`src/rtl/dma_irq_pkg.sv`:
```
package dma_irq_pkg;
  localparam int N_DIR     = 4;
  localparam int NUM_FLAGS = 2 + 2 * N_DIR;
  localparam int FB_ERR    = 0;
  localparam int FB_USB    = 1;
  localparam int FB_END0   = 2;
  localparam int FB_HALF0  = FB_END0 + N_DIR;
  localparam int A_EN      = 0;
  localparam int A_FLAG    = 1;
  localparam int A_TOT0    = 2;
  typedef logic [NUM_FLAGS-1:0] flag_vec_t;
endpackage

```
`src/rtl/dma_dir_counter.sv`:
```
module dma_dir_counter #(
  parameter int CNT_W = 12,
  parameter int INC_W = 8
) (
  input  logic             clk_i,
  input  logic             rst_ni,
  input  logic             start_i,
  input  logic             tot_we_i,
  input  logic [CNT_W-1:0] tot_wdata_i,
  input  logic             inc_valid_i,
  input  logic [INC_W-1:0] inc_bytes_i,
  output logic [CNT_W-1:0] total_o,
  output logic             half_ev_o,
  output logic             full_ev_o
);
  localparam int SUM_W = CNT_W + 1;

  logic [CNT_W-1:0] cnt_q, tot_q;
  logic             act_q, half_q;
  logic             clr, adv;
  logic [SUM_W-1:0] sum;
  logic [CNT_W-1:0] half_thr;

  assign clr      = start_i | tot_we_i;
  assign adv      = act_q & inc_valid_i & ~clr;
  assign sum      = {1'b0, cnt_q} + SUM_W'(inc_bytes_i);
  assign half_thr = tot_q >> 1;

  assign half_ev_o = adv & ~half_q & (sum >= {1'b0, half_thr});
  assign full_ev_o = adv & (sum >= {1'b0, tot_q});
  assign total_o   = tot_q;

  always_ff @(posedge clk_i or negedge rst_ni) begin
    if (!rst_ni) begin
      cnt_q  <= '0;
      tot_q  <= '0;
      act_q  <= 1'b0;
      half_q <= 1'b0;
    end else begin
      if (tot_we_i) tot_q <= tot_wdata_i;
      if (clr) begin
        cnt_q  <= '0;
        half_q <= 1'b0;
        act_q  <= start_i;
      end else if (adv) begin
        // wrap past total is harmless: end event disarms in the same cycle
        cnt_q <= sum[CNT_W-1:0];
        if (half_ev_o) half_q <= 1'b1;
        if (full_ev_o) act_q  <= 1'b0;
      end
    end
  end
endmodule

```
`src/rtl/dma_flag_bank.sv`:
```
module dma_flag_bank #(
  parameter int NF = 10
) (
  input  logic          clk_i,
  input  logic          rst_ni,
  input  logic          en_we_i,
  input  logic [NF-1:0] en_wdata_i,
  input  logic          fl_we_i,
  input  logic [NF-1:0] fl_wdata_i,
  input  logic [NF-1:0] ev_i,
  output logic [NF-1:0] en_o,
  output logic [NF-1:0] flag_o
);
  logic [NF-1:0] en_q, flag_q, flag_nxt;

  // clear first, then set: an event beats a same-cycle clear
  always_comb begin
    flag_nxt = fl_we_i ? (flag_q & fl_wdata_i) : flag_q;
    flag_nxt = flag_nxt | (ev_i & en_q);
  end

  always_ff @(posedge clk_i or negedge rst_ni) begin
    if (!rst_ni) begin
      en_q   <= '0;
      flag_q <= '0;
    end else begin
      flag_q <= flag_nxt;
      if (en_we_i) en_q <= en_wdata_i;
    end
  end

  assign en_o   = en_q;
  assign flag_o = flag_q;
endmodule

```
`src/rtl/dma_irq_flags.sv`:
```
module dma_irq_flags #(
  parameter int CNT_W  = 12,
  parameter int INC_W  = 8,
  parameter int DATA_W = 32,
  parameter int ADDR_W = 3
) (
  input  logic                                     clk_i,
  input  logic                                     rst_ni,
  input  logic                                     reg_we_i,
  input  logic [ADDR_W-1:0]                        reg_addr_i,
  input  logic [DATA_W-1:0]                        reg_wdata_i,
  output logic [DATA_W-1:0]                        reg_rdata_o,
  input  logic [dma_irq_pkg::N_DIR-1:0]            start_i,
  input  logic [dma_irq_pkg::N_DIR-1:0]            inc_valid_i,
  input  logic [dma_irq_pkg::N_DIR-1:0][INC_W-1:0] inc_bytes_i,
  input  logic                                     usb_end_i,
  input  logic                                     usb_addr_err_i,
  output logic                                     irq_err_o,
  output logic                                     irq_end_o,
  output logic                                     irq_half_o
);
  import dma_irq_pkg::*;
  localparam int NF = NUM_FLAGS;

  flag_vec_t                  ev_w, en_w, flag_w;
  logic [N_DIR-1:0]           half_ev, full_ev;
  logic [N_DIR-1:0][CNT_W-1:0] total_w;
  logic                       en_we, fl_we;
  logic                       unused_wdata_hi;

  assign en_we           = reg_we_i && (reg_addr_i == ADDR_W'(A_EN));
  assign fl_we           = reg_we_i && (reg_addr_i == ADDR_W'(A_FLAG));
  assign unused_wdata_hi = ^reg_wdata_i[DATA_W-1:CNT_W];

  assign ev_w[FB_ERR] = usb_addr_err_i;
  assign ev_w[FB_USB] = usb_end_i;

  for (genvar d = 0; d < N_DIR; d++) begin : g_dir
    logic tot_we;
    assign tot_we = reg_we_i && (reg_addr_i == ADDR_W'(A_TOT0 + d));

    dma_dir_counter #(.CNT_W(CNT_W), .INC_W(INC_W)) cnt_i (
      .clk_i       (clk_i),
      .rst_ni      (rst_ni),
      .start_i     (start_i[d]),
      .tot_we_i    (tot_we),
      .tot_wdata_i (reg_wdata_i[CNT_W-1:0]),
      .inc_valid_i (inc_valid_i[d]),
      .inc_bytes_i (inc_bytes_i[d]),
      .total_o     (total_w[d]),
      .half_ev_o   (half_ev[d]),
      .full_ev_o   (full_ev[d])
    );

    assign ev_w[FB_END0+d]  = full_ev[d];
    assign ev_w[FB_HALF0+d] = half_ev[d];
  end

  dma_flag_bank #(.NF(NF)) bank_i (
    .clk_i      (clk_i),
    .rst_ni     (rst_ni),
    .en_we_i    (en_we),
    .en_wdata_i (reg_wdata_i[NF-1:0]),
    .fl_we_i    (fl_we),
    .fl_wdata_i (reg_wdata_i[NF-1:0]),
    .ev_i       (ev_w),
    .en_o       (en_w),
    .flag_o     (flag_w)
  );

  assign irq_err_o  = flag_w[FB_ERR];
  assign irq_end_o  = |flag_w[FB_HALF0-1:FB_USB];
  assign irq_half_o = |flag_w[FB_HALF0+N_DIR-1:FB_HALF0];

  always_comb begin
    reg_rdata_o = '0;
    if (reg_addr_i == ADDR_W'(A_EN))   reg_rdata_o[NF-1:0] = en_w;
    if (reg_addr_i == ADDR_W'(A_FLAG)) reg_rdata_o[NF-1:0] = flag_w;
    for (int d = 0; d < N_DIR; d++) begin
      if (reg_addr_i == ADDR_W'(A_TOT0 + d)) reg_rdata_o[CNT_W-1:0] = total_w[d];
    end
  end
endmodule

```
`config.mk`:
```
export PLATFORM = sky130hd
export DESIGN_NAME = dma_irq_flags
export DESIGN_NICKNAME = d
export VERILOG_FILES = /design/src/rtl/dma_irq_pkg.sv /design/src/rtl/dma_dir_counter.sv /design/src/rtl/dma_flag_bank.sv /design/src/rtl/dma_irq_flags.sv
export SDC_FILE = /design/constraint.sdc
export NUM_CORES = 1
export LEC_CHECK = 0
export BUFFER_PORTS_ARGS = -buffer_cell sky130_fd_sc_hd__buf_2
export CELL_PAD_IN_SITES_DETAIL_PLACEMENT = 0
export CELL_PAD_IN_SITES_GLOBAL_PLACEMENT = 1
export CORE_AREA = 2 2 162 164
export DETAILED_ROUTE_END_ITERATION = 8
export DIE_AREA = 0 0 164 166
export PLACE_DENSITY_LB_ADDON = 0.1
export RECOVER_POWER = 50
export SLEW_MARGIN = 20
export SYNTH_ARGS = -nofsm -noshare
export SYNTH_HDL_FRONTEND = slang
export SYNTH_SLANG_ARGS = --single-unit
```
`constraint.sdc`:
```
create_clock -name clk_i -period 3.9 [get_ports clk_i]
set_input_delay 0.975 -clock clk_i [delete_from_list [all_inputs] [get_ports clk_i]]
set_output_delay 0.975 -clock clk_i [all_outputs]
set_load 0.01 [all_outputs]
```
==> impl_metrics.tcl <==
set metrics [dict create \
    status "finished with violations" \
    violations "max-capacitance violations, max-slew violations" \
    dp_slack_ns -0.189 \
    portBuffers 74 \
    grt_pass1_vias 8090 \
    slew_headroom_pct -34.8 \
    fmax_mhz 265 \
    die-area_um2 27200 \
    rows 59 \
    die_w_um 164 \
    cts_setup_buffers 0 \
    clk_pin_slew_ns 0.05 \
    setup_viol 0 \
    async_reset_ff_share_pct 100 \
    tightest_slew_ns 2.02 \
    synth_area_um2 9490 \
    drcViolationCount 0 \
    postRouteAntennaNets 0 \
    wl_per_cell_um 17.5 \
    cts.sinks 124 \
    path_max_fanout 22 \
    ys_seq_area_share_pct 32.7 \
    place_congestion 0.778 \
    grt_first_pass_wirelength_um 43300 \
    overflow 0 \
    required_ns 2.92 \
    post-route-period-util_pct 96.6 \
    drive_gt1_share_pct 17.8 \
    start_kind "input port" \
    firstDrtPassIters 5 \
    vias 7957 \
    setup_ws_ns 0.133 \
    hold_ws_ns 0.487 \
    ioPinCount 115 \
    clockBufferDepth 2 \
    num-nets-final 1378 \
    ys_warn_count 0 \
    core-area_um2 25600 \
    worstSetupPathType "input port to output pin" \
    drv_slew 73 \
    syn_inst 1058 \
    via_per_inst 5.24 \
    hold_viol_final 0 \
    period_minus_slack_ns 3.77 \
    crit_top_cell "buf_2" \
    p_leak_uw 0.00521 \
    ctsHoldBuffers 0 \
    root_buffer "clkbuf_16" \
    hold_path_class "flop to flop" \
    syn_to_final_growth_pct 16.3 \
    synth_edf_count 0 \
    numCtsBuffers 17 \
    path_buf_inv 3 \
    cts_resized 0 \
    max-cap-violations 1 \
    vdd_drop_max_v 0.000236 \
    h-tree-depth 4 \
    path_cells "buf_2 > clkbuf_1 > a22oi_1 > o221ai_1 > buf_2" \
    crit_family "buffers and inverters" \
    antennaDiodeCount 0 \
    dp.final_hpwl_um 20500 \
    start_util_pct 37.1 \
    insertion_delay_ns 0.42 \
    ys_seq_elements 124 \
    postSynthAreaPerCell_um2 8.97 \
    rsz0062_at_grt "no" \
    ys.flop_type "dfrtp_1" \
    die_h_um 166 \
    grt.total_usage_pct 20.4 \
    grt_max_degree 73 \
    drt_iter0_drc 363 \
    antenna_found_initial 1 \
    cpPeakStageDelay_ns 0.77 \
    synth_cell_types 67 \
    end_kind "output pin" \
    drt-total-wl_um 26500 \
    cts_tree "done" \
    critical-path-slowest-cell "clkbuf_1" \
    arrival_ns 2.79 \
    clock_skew_ns 0.00955 \
    n_fill_cell 2640 \
    p_per_area_nw_per_um2 484 \
]
state kept, by name, summed over array words and instances, names as in the netlist:
| register | flops |
|---|---|
| g_dir.cnt_i.cnt_q | 48 |
| g_dir.cnt_i.total_o | 48 |
| bank_i.en_o | 10 |
| bank_i.flag_o | 10 |
| g_dir.cnt_i.act_q | 4 |
| g_dir.cnt_i.half_q | 4 |
Yosys cell counts (5+ instances only):
| cell | number | area, um2 |
|---|---|---|
| o2111ai_1 | 5 | 43.8 |
| o21a_1 | 12 | 90.1 |
| o211ai_1 | 12 | 90.1 |
| mux2_2 | 44 | 495 |
| and3_1 | 6 | 37.5 |
| a211oi_1 | 15 | 113 |
| a31oi_1 | 10 | 62.6 |
| o221ai_1 | 11 | 96.3 |
| o21ai_0 | 63 | 315 |
| nor3_1 | 17 | 85.1 |
| clkbuf_1 | 29 | 109 |
| a21oi_1 | 77 | 385 |
| nand2b_1 | 16 | 100 |
| a21o_1 | 15 | 113 |
| nand2_1 | 121 | 454 |
| nor2b_1 | 10 | 62.6 |
| a22oi_1 | 21 | 158 |
| dfrtp_1 | 124 | 3100 |
| xnor2_1 | 36 | 315 |
| inv_1 | 76 | 285 |
| xor2_1 | 9 | 78.8 |
| or3_1 | 6 | 37.5 |
| buf_4 | 21 | 158 |
| nor2_1 | 64 | 240 |
| nand4_1 | 9 | 56.3 |
| nand3_1 | 15 | 75.1 |
| and2_1 | 8 | 50.1 |
| ha_1 | 124 | 1550 |
layout make-up:
class                   instances  area [um2]  area share [%]
multi-input cells             820        5880            53.2
inverters                      76         285            2.59
clock buffers                  21         460            4.17
well taps                     335         419            3.80
clock inverters                11         119            1.08
flip-flops and latches        124        3100            28.1
repair buffers                131         773            7.01
per-stage QoR:
stage	setup TNS (ns)	power (uW)	cell area, um2	instances	utilization (%)
finish	0	5340	11000	1518	43.1
global route	0	5800	11000	1518	43.1
CTS	0	5410	11100	1518	43.3
detailed placement	-0.619	3770	10500	1486	41.0
global placement	-0.519	3750	10500	1486	41.0
floorplan	0	3070	9560	1077	-
worst paths after layout:
path / start / endpoint / slack (ns) / cells past startpoint
min: g_dir[0].cnt_i.half_q / g_dir[0].cnt_i.half_q / 0.49 / 1
max: reg_addr_i[0] / reg_rdata_o[3] / 0.13 / 5
max in group asynchronous: rst_ni / g_dir[2].cnt_i.cnt_q[9] / 0.60 / 2
min reg2reg: g_dir[0].cnt_i.half_q / g_dir[0].cnt_i.half_q / 0.49 / 1
min in group asynchronous: rst_ni / g_dir[1].cnt_i.cnt_q[3] / 1.08 / 1
max reg2reg: g_dir[3].cnt_i.cnt_q[0] / g_dir[3].cnt_i.act_q / 0.57 / 15
kinds of logic (layout without fill, tap and decap cells):
group           after synthesis  count (layout)  synth area share, %
mux                          48              48                 5.64
buf+inv                     133             239                 6.16
compound gates              281             281                 19.2
fa+ha+maj                   128             128                 17.2
flops                       124             124                 32.7
simple gates                298             298                 14.9
xor+xnor                     45              45                 4.15
other cells                   1              20               0.0395
cell usage in the layout, fill, tap and decap left out, types with 9 or more instances in the layout:
cell,n
buf_4,50
xor2_1,9
nor2_1,64
buf_2,74
o21ai_0,62
o221ai_1,11
o21a_1,12
nand2b_1,16
nor2b_1,10
a22oi_1,21
conb_1,20
nor3_1,17
a31oi_1,10
clkbuf_16,17
a211oi_1,15
a21oi_1,77
xnor2_1,36
nand4_1,9
ha_1,124
inv_1,76
nand3_1,15
mux2_2,44
o211ai_1,12
nand2_1,121
dfrtp_1,124
a21o_1,15
layer usage:
metal | part of all wire [%] | wire (um) | vias up | global-route usage (%)
li1 | - | - | 3999 | -
met1 | 48 | 12700 | 3816 | 28.2
met2 | 48 | 12600 | 126 | 34.0
met3 | 3.5 | 917 | 14 | 3.17
met4 | 0.86 | 229 | 2 | 3.89
met5 | 0.049 | 13 | - | 0
power breakdown:
| group | total, uW | switching (uW) | internal [uW] | leakage [uW] |
|---|---|---|---|---|
| Sequential | 1680 | 173 | 1510 | 0.00157 |
| Clock | 1610 | 636 | 971 | 0.000275 |
| Combinational | 2050 | 1140 | 912 | 0.00337 |
Note: power is estimated with default switching activity, not from simulation.
